$ cat src/rtl/rdi_pkg.sv
package rdi_pkg;
  localparam int unsigned REG_AW = 2;
  localparam int unsigned REG_DW = 8;

  localparam logic [REG_AW-1:0] ADDR_CFG  = 2'd0;
  localparam logic [REG_AW-1:0] ADDR_STAT = 2'd1;
  localparam logic [REG_AW-1:0] ADDR_IRQ  = 2'd2;

  localparam int unsigned CFG_LONG_BIT = 4;
  localparam int unsigned CFG_IEN_BIT  = 1;
  localparam int unsigned STAT_DEF_BIT = 0;
  localparam int unsigned IRQ_CHG_BIT  = 3;

  localparam logic [REG_DW-1:0] CFG_WMASK =
    REG_DW'((1 << CFG_LONG_BIT) | (1 << CFG_IEN_BIT));

  typedef struct packed {
    logic long_run;
    logic irq_en;
  } cfg_t;
endpackage

$ cat src/rtl/rdi_run_counter.sv
module rdi_run_counter #(
  parameter int unsigned SHORT_RUN = 3,
  parameter int unsigned LONG_RUN  = 5
) (
  input  logic clk_i,
  input  logic rst_ni,
  input  logic frame_stb_i,
  input  logic a_bit_i,
  input  logic long_sel_i,
  output logic defect_o,
  output logic change_o
);
  localparam int unsigned CNT_W = $clog2(LONG_RUN + 1);
  localparam logic [CNT_W-1:0] THR_S = CNT_W'(SHORT_RUN);
  localparam logic [CNT_W-1:0] THR_L = CNT_W'(LONG_RUN);

  logic [CNT_W-1:0] cnt_q, cnt_inc, thr;
  logic             defect_q, differs;

  always_comb begin
    thr      = long_sel_i ? THR_L : THR_S;
    cnt_inc  = cnt_q + 1'b1;
    differs  = a_bit_i != defect_q;
    change_o = frame_stb_i && differs && (cnt_inc >= thr);
  end

  always_ff @(posedge clk_i or negedge rst_ni) begin
    if (!rst_ni) begin
      cnt_q    <= '0;
      defect_q <= 1'b0;
    end else if (frame_stb_i) begin
      if (!differs) begin
        cnt_q <= '0;
      end else if (change_o) begin
        cnt_q    <= '0;
        defect_q <= ~defect_q;
      end else begin
        cnt_q <= cnt_inc;
      end
    end
  end

  assign defect_o = defect_q;


  cnt_bound_chk: assert property (@(posedge clk_i) disable iff (!rst_ni)
    cnt_q < THR_L);


  defect_on_stb_chk: assert property (@(posedge clk_i) disable iff (!rst_ni)
    !$stable(defect_q) |-> $past(frame_stb_i));


  run_restart_chk: assert property (@(posedge clk_i) disable iff (!rst_ni)
    (frame_stb_i && (a_bit_i == defect_q)) |=> (cnt_q == '0));
endmodule

$ cat src/rtl/rdi_irq_latch.sv
module rdi_irq_latch (
  input  logic clk_i,
  input  logic rst_ni,
  input  logic set_i,
  input  logic clr_i,
  input  logic en_i,
  output logic flag_o,
  output logic irq_no
);
  logic flag_q;

  always_ff @(posedge clk_i or negedge rst_ni) begin
    if (!rst_ni)     flag_q <= 1'b0;
    else if (set_i)  flag_q <= 1'b1;
    else if (clr_i)  flag_q <= 1'b0;
  end

  assign flag_o = flag_q;
  assign irq_no = ~(flag_q & en_i);


  flag_set_chk: assert property (@(posedge clk_i) disable iff (!rst_ni)
    set_i |=> flag_q);


  flag_rise_chk: assert property (@(posedge clk_i) disable iff (!rst_ni)
    $rose(flag_q) |-> $past(set_i));


  flag_clr_chk: assert property (@(posedge clk_i) disable iff (!rst_ni)
    (clr_i && !set_i) |=> !flag_q);
endmodule

$ cat src/rtl/rdi_cfg_regs.sv
module rdi_cfg_regs
  import rdi_pkg::*;
(
  input  logic              clk_i,
  input  logic              rst_ni,
  input  logic              we_i,
  input  logic [REG_AW-1:0] addr_i,
  input  logic [REG_DW-1:0] wdata_i,
  input  logic              defect_i,
  input  logic              flag_i,
  output cfg_t              cfg_o,
  output logic              flag_clr_o,
  output logic [REG_DW-1:0] rdata_o
);
  logic [REG_DW-1:0] cfg_q, wmasked;

  assign wmasked = wdata_i & CFG_WMASK;

  always_ff @(posedge clk_i or negedge rst_ni) begin
    if (!rst_ni)                          cfg_q <= '0;
    else if (we_i && addr_i == ADDR_CFG)  cfg_q <= wmasked;
  end

  assign cfg_o.long_run = cfg_q[CFG_LONG_BIT];
  assign cfg_o.irq_en   = cfg_q[CFG_IEN_BIT];
  assign flag_clr_o     = we_i && (addr_i == ADDR_IRQ) && wdata_i[IRQ_CHG_BIT];

  always_comb begin
    rdata_o = '0;
    unique case (addr_i)
      ADDR_CFG:  rdata_o = cfg_q;
      ADDR_STAT: rdata_o[STAT_DEF_BIT] = defect_i;
      ADDR_IRQ:  rdata_o[IRQ_CHG_BIT] = flag_i;
      default:   rdata_o = '0;
    endcase
  end


  cfg_unused_zero_chk: assert property (@(posedge clk_i) disable iff (!rst_ni)
    (cfg_q & ~CFG_WMASK) == '0);
endmodule

$ cat src/rtl/e3_rdi_monitor.sv
module e3_rdi_monitor
  import rdi_pkg::*;
#(
  parameter int unsigned SHORT_RUN = 3,
  parameter int unsigned LONG_RUN  = 5
) (
  input  logic              clk_i,
  input  logic              rst_ni,
  input  logic              frame_stb_i,
  input  logic              a_bit_i,
  input  logic              reg_we_i,
  input  logic [REG_AW-1:0] reg_addr_i,
  input  logic [REG_DW-1:0] reg_wdata_i,
  output logic [REG_DW-1:0] reg_rdata_o,
  output logic              rdi_defect_o,
  output logic              irq_no
);
  cfg_t cfg;
  logic defect, change, flag, flag_clr;

  rdi_run_counter #(.SHORT_RUN(SHORT_RUN), .LONG_RUN(LONG_RUN)) u_run (
    .clk_i       (clk_i),
    .rst_ni      (rst_ni),
    .frame_stb_i (frame_stb_i),
    .a_bit_i     (a_bit_i),
    .long_sel_i  (cfg.long_run),
    .defect_o    (defect),
    .change_o    (change)
  );

  rdi_irq_latch u_irq (
    .clk_i  (clk_i),
    .rst_ni (rst_ni),
    .set_i  (change),
    .clr_i  (flag_clr),
    .en_i   (cfg.irq_en),
    .flag_o (flag),
    .irq_no (irq_no)
  );

  rdi_cfg_regs u_regs (
    .clk_i      (clk_i),
    .rst_ni     (rst_ni),
    .we_i       (reg_we_i),
    .addr_i     (reg_addr_i),
    .wdata_i    (reg_wdata_i),
    .defect_i   (defect),
    .flag_i     (flag),
    .cfg_o      (cfg),
    .flag_clr_o (flag_clr),
    .rdata_o    (reg_rdata_o)
  );

  assign rdi_defect_o = defect;


  toggle_flags_chk: assert property (@(posedge clk_i) disable iff (!rst_ni)
    !$stable(rdi_defect_o) |-> flag);
endmodule

$ cat config.mk
export PLATFORM = sky130hd
export DESIGN_NAME = e3_rdi_monitor
export DESIGN_NICKNAME = d
export VERILOG_FILES = /design/src/rtl/rdi_pkg.sv /design/src/rtl/rdi_run_counter.sv /design/src/rtl/rdi_irq_latch.sv /design/src/rtl/rdi_cfg_regs.sv /design/src/rtl/e3_rdi_monitor.sv
export SDC_FILE = /design/constraint.sdc
export NUM_CORES = 1
export LEC_CHECK = 0
export ABC_AREA = 0
export CORE_AREA = 4 4 41 43
export CTS_CLUSTER_SIZE = 40
export DETAILED_ROUTE_END_ITERATION = 10
export DIE_AREA = 0 0 45 47
export PLACE_DENSITY = 0.79
export SYNTH_ARGS = -nofsm -noshare
export SYNTH_HDL_FRONTEND = slang
export SYNTH_HIERARCHICAL = 1
export SYNTH_SLANG_ARGS = --single-unit
$ cat constraint.sdc
create_clock -name clk_i -period 4.2 [get_ports clk_i]
set_input_delay 0.84 -clock clk_i [delete_from_list [all_inputs] [get_ports clk_i]]
set_output_delay 0.84 -clock clk_i [all_outputs]
set_load 0.02 [all_outputs]
* After elaboration in Yosys (flattened, before gate mapping)
Index checks and enable logic that the tools add are counted.
** Operators by class
- $add $sub $neg :: 1
- Magnitude comparators :: 1
- Equal/unequal tests :: 3
- Multiplexer cells :: 9
- Bitwise operators :: 3
- Reductions and logical operators :: 8
** Operators with widths (number)
- 2-to-1 mux 3 bit :: 3
- 2-to-1 mux 1 bit :: 6
- logical AND 1 bit :: 5
- adder 3 x 1 -> 3 bit (second input constant) :: 1
- greater-or-equal comparator 3 bit :: 1
- AND reduction 3 bit :: 1
- == test 2 x 1 -> 1 bit (second input constant) :: 1
- == test 2 bit (second input constant) :: 1
- zero test 2 bit :: 1
- inverter 1 bit :: 2
- nonzero test 2 bit :: 1
- AND 1 bit :: 1
- inequality test 1 bit :: 1
** Word-level totals
- Register bits :: 7
- Bits of input ports :: 15
- Output and inout bits :: 10
- Logic and storage cells :: 29

* Logic depth before layout (Yosys ltp)
- Depth after elaboration :: 5
- Gate-level depth with buffers :: 7
- Depth with buffers taken out :: 7

* Hierarchy
The synthesis kept the hierarchy.
** Modules (own cells, without submodules)
- rdi_run_counter :: instances 1, cells each 29, area each 266.5 um^2, seq. area each 100.1 um^2
- rdi_cfg_regs :: instances 1, cells each 15, area each 165.2 um^2, seq. area each 50.0 um^2
- rdi_irq_latch :: instances 1, cells each 4, area each 40.0 um^2, seq. area each 25.0 um^2

* Worst setup path before layout
Ideal clock, no wire load.
- Path kind :: input to output
- Start :: input reg_addr_i[0]
- End :: output reg_rdata_o[1]
- Arrival :: 1.367 ns
- Required time :: 3.360 ns
- Path slack :: 1.993 ns
- Stages on the path :: 1
- Buffers on the path :: 0
- Cell sequence :: nor3b_1
** Between the ends
- Longest elaborated chain between the ends :: 2
** Ends and longest elaborated chain
- start: declaration :: RTL line e3_rdi_monitor.sv:12 : input logic [REG_AW-1:0] reg_addr_i,
- zero test 2 bit
- 2-to-1 mux 1 bit :: RTL line rdi_cfg_regs.sv:30 : unique case (addr_i)
- end: declaration :: RTL line e3_rdi_monitor.sv:14 : output logic [REG_DW-1:0] reg_rdata_o,
No other way between the ends.

* Worst setup path after layout
- Start :: input reg_addr_i[1]
- End :: output reg_rdata_o[3]
** Between the ends
- Longest elaborated chain between the ends :: 2
** Ends and longest elaborated chain (RTL line)
- == test 2 bit :: rdi_cfg_regs.sv:30
- 2-to-1 mux 1 bit :: rdi_cfg_regs.sv:30
No other way between the ends.

==> out/metrics.cfg <==
[grt]
grtUsageTotal_pct = 11.8
grt-ovfl-total = 0
grt_pass1_vias = 378
grt_pass1_wl_mm = 1.67
grt_antenna_before_repair = 0
grt_max_degree = 8

[timing]
setup_tns_ps = 0
hold_violations = 0
skew_ps = 4.66
whs_ps = 501
fin_crit_ps = 3080
setup_viol = 0
rsz0062_at_grt = false
maxSlewViolCount = 0
max_freq_mhz = 325
setup_ws_ps = 1120
post-route-period-util_pct = 73.2

[clock_network]
cts_sinks = 7
cts_max_level = 1
numCtsBuffers = 3
clockBufferDepth = 2
cts_hold_buf = 0
cts-root-buf = clkbuf_4
clk_latency_ps = 240
post-cts-setup-buffers = 0
post_cts_resized = 0
clkTransAtPathRegs_ps = 50
cts_tree = done

[logic_synthesis]
async_flop_share_pct = 100
synth_compound_area_share_pct = 9.28
synth_xor_xnor_area_share_pct = 3.71
ys_dominant_reg_cell = dfrtp_1
synthMuxAreaShare_pct = 9.55
synth_edf_count = 0
synth_seq_cells = 7
synth.distinct_cells = 21
syn_avg_cell_area_sq_um = 9.83
yosysSeqAreaShare_pct = 37.1
synth_cells = 48
syn_area_sq_um = 472
synth-simple-area-share_pct = 20.4
yosys_warnings = 6
synth_top_family_by_area = simple AND/OR/NAND/NOR gates
synth_fa_ha_area_share_pct = 7.96

[placed_design]
dp_hpwl_microns = 862
port_buffers = 15
dpl_cell_area_sq_um = 622
dpl.cell_count = 77
gp_congestion = 0.740
pre_cts_ws_ps = 1140

[floorplanning]
die_area_sq_um = 2120
fp.coreArea_sq_um = 1300
initial_core_util_pct = 36.2
die_y_microns = 47
pin_count = 25
dieWidth_microns = 45
rows = 13

[detailed_routing]
drt-pass1-iter-count = 5
drc = 0
vias = 369
drtAntennaViolNets = 0
wl_mm = 1.04
wire_per_inst_microns = 12.8
via_per_inst = 4.56
drtIter0Drc = 3

[worst_setup_path]
crit_top_cell = clkdlybuf4s50_1
startpoint = reg_addr_i[1]
path_buf_inv = 2
ff2ff_setup_slack_ps = 2350
worstPathCellList = clkdlybuf4s50_1 -> and3b_2 -> clkdlybuf4s50_1
cp.arrival_ps = 2240
worstRegToRegCells = 6
startpoint_type = primary input
crit_type = primary input to output pin
max_stage_delay_ps = 600
reg2reg_from = u_run/cnt_q[0]
cp_top_family = buffers and inverters
end_kind = output pin
critPathRequiredTime_ps = 3360
worst-path-max-fanout = 6
slowest_stage = clkdlybuf4s50_1
path_depth = 3

[power]
p_int_uw = 224
clockPowerShare_pct = 16.3
switching_power_uw = 140
p_leak_nw = 0.295
p_per_area_nw_per_um2 = 561
combinationalPowerShare_pct = 52.3
pwr-share-seq_pct = 31.3
ir_drop_mv = 0.297
finalPower_uw = 364
p_sw_share_pct = 38.5

[cells_and_area]
final_common_cell = clkdlybuf4s50_1
syn_to_final_growth_pct = 37.4
nets = 85
insertedDiodeCount = 0
layout_common_cells = clkdlybuf4s50_1, dfrtp_1, inv_1
layout-drive-gt1-share_pct = 16.7
layout.cells.non_filler = 81
fin_area_sq_um = 648
utilization_pct = 49.8

[hold_path]
hp-class = register to register
worstHoldStart = u_irq/flag_o
min_path_cells = 1

[run_status]
outcome = finished, final reports clean

[job]
cap_viol_max_count = 0

[routing by layer]
| metal | wire, microns | vias to the layer above | GRT usage [%] | share of wire [%] |
|---|---|---|---|---|
| li1 | - | 192 | - | - |
| met1 | 432 | 169 | 12.3 | 42 |
| met2 | 551 | 6 | 19.2 | 53 |
| met3 | 25 | 2 | 3.45 | 2.4 |
| met4 | 27 | 0 | 10.5 | 2.6 |
| met5 | 0 | - | 0 | 0 |
[area by class of cell]
cell class | count | area, sq um
fill | 133 | 653
multi-input combinational | 34 | 255
sequential | 7 | 175
timing repair buffer | 15 | 150
clock buffer | 4 | 26.3
inverter | 6 | 22.5
tap | 15 | 18.8
[synthesized netlist by cell type (2+ instances only)]
cell type / n / area (sq um)
nor3b_1: 2 / 15.0
a21oi_1: 2 / 10.0
dfrtp_1: 7 / 175
and3b_2: 2 / 20.0
inv_1: 6 / 22.5
buf_4: 4 / 30.0
xor2_1: 2 / 17.5
nor2_1: 2 / 7.51
ha_1: 3 / 37.5
nand2_1: 2 / 7.51
nand3_1: 2 / 10.0
mux2_2: 4 / 45.0
o22ai_1: 2 / 12.5
[logic make-up (layout without fill, tap and decap cells)]
| kind of cell | after synthesis | count (layout) |
|---|---|---|
| AO/OA/AOI/OAI | 7 | 7 |
| XOR/XNOR | 2 | 2 |
| adder cells (fa/ha/maj) | 3 | 3 |
| buffers and inverters | 10 | 25 |
| flip-flops | 7 | 7 |
| multiplexers | 4 | 4 |
| other | 1 | 4 |
| AND/OR/NAND/NOR | 14 | 14 |
[power groups by stage]
stage	sequential [mW]	combinational, mW	clock (mW)
2_1_floorplan	0.117	0.128	0
3_3_place_gp	0.114	0.184	0
3_5_place_dp	0.115	0.192	0
4_1_cts	0.114	0.193	0.0638
5_1_grt	0.118	0.215	0.0691
6_report	0.114	0.190	0.0595
[final timing paths]
| path | to |
|---|---|
| setup / recovery | reg_rdata_o[3] |
| hold / removal | u_irq/flag_o |
| setup reg to reg | u_run/defect_o |
| hold reg to reg | u_irq/flag_o |
| max in group asynchronous | u_run/cnt_q[2] |
| min in group asynchronous | u_regs/cfg_q[1] |
[sequential cells by signal, indices dropped and copies added, names as in the netlist]
register        count
u_regs/cfg_q        2
u_run/cnt_q         3
u_run/defect_o      1
u_irq/flag_o        1
Power figures use the tool's default switching activity.
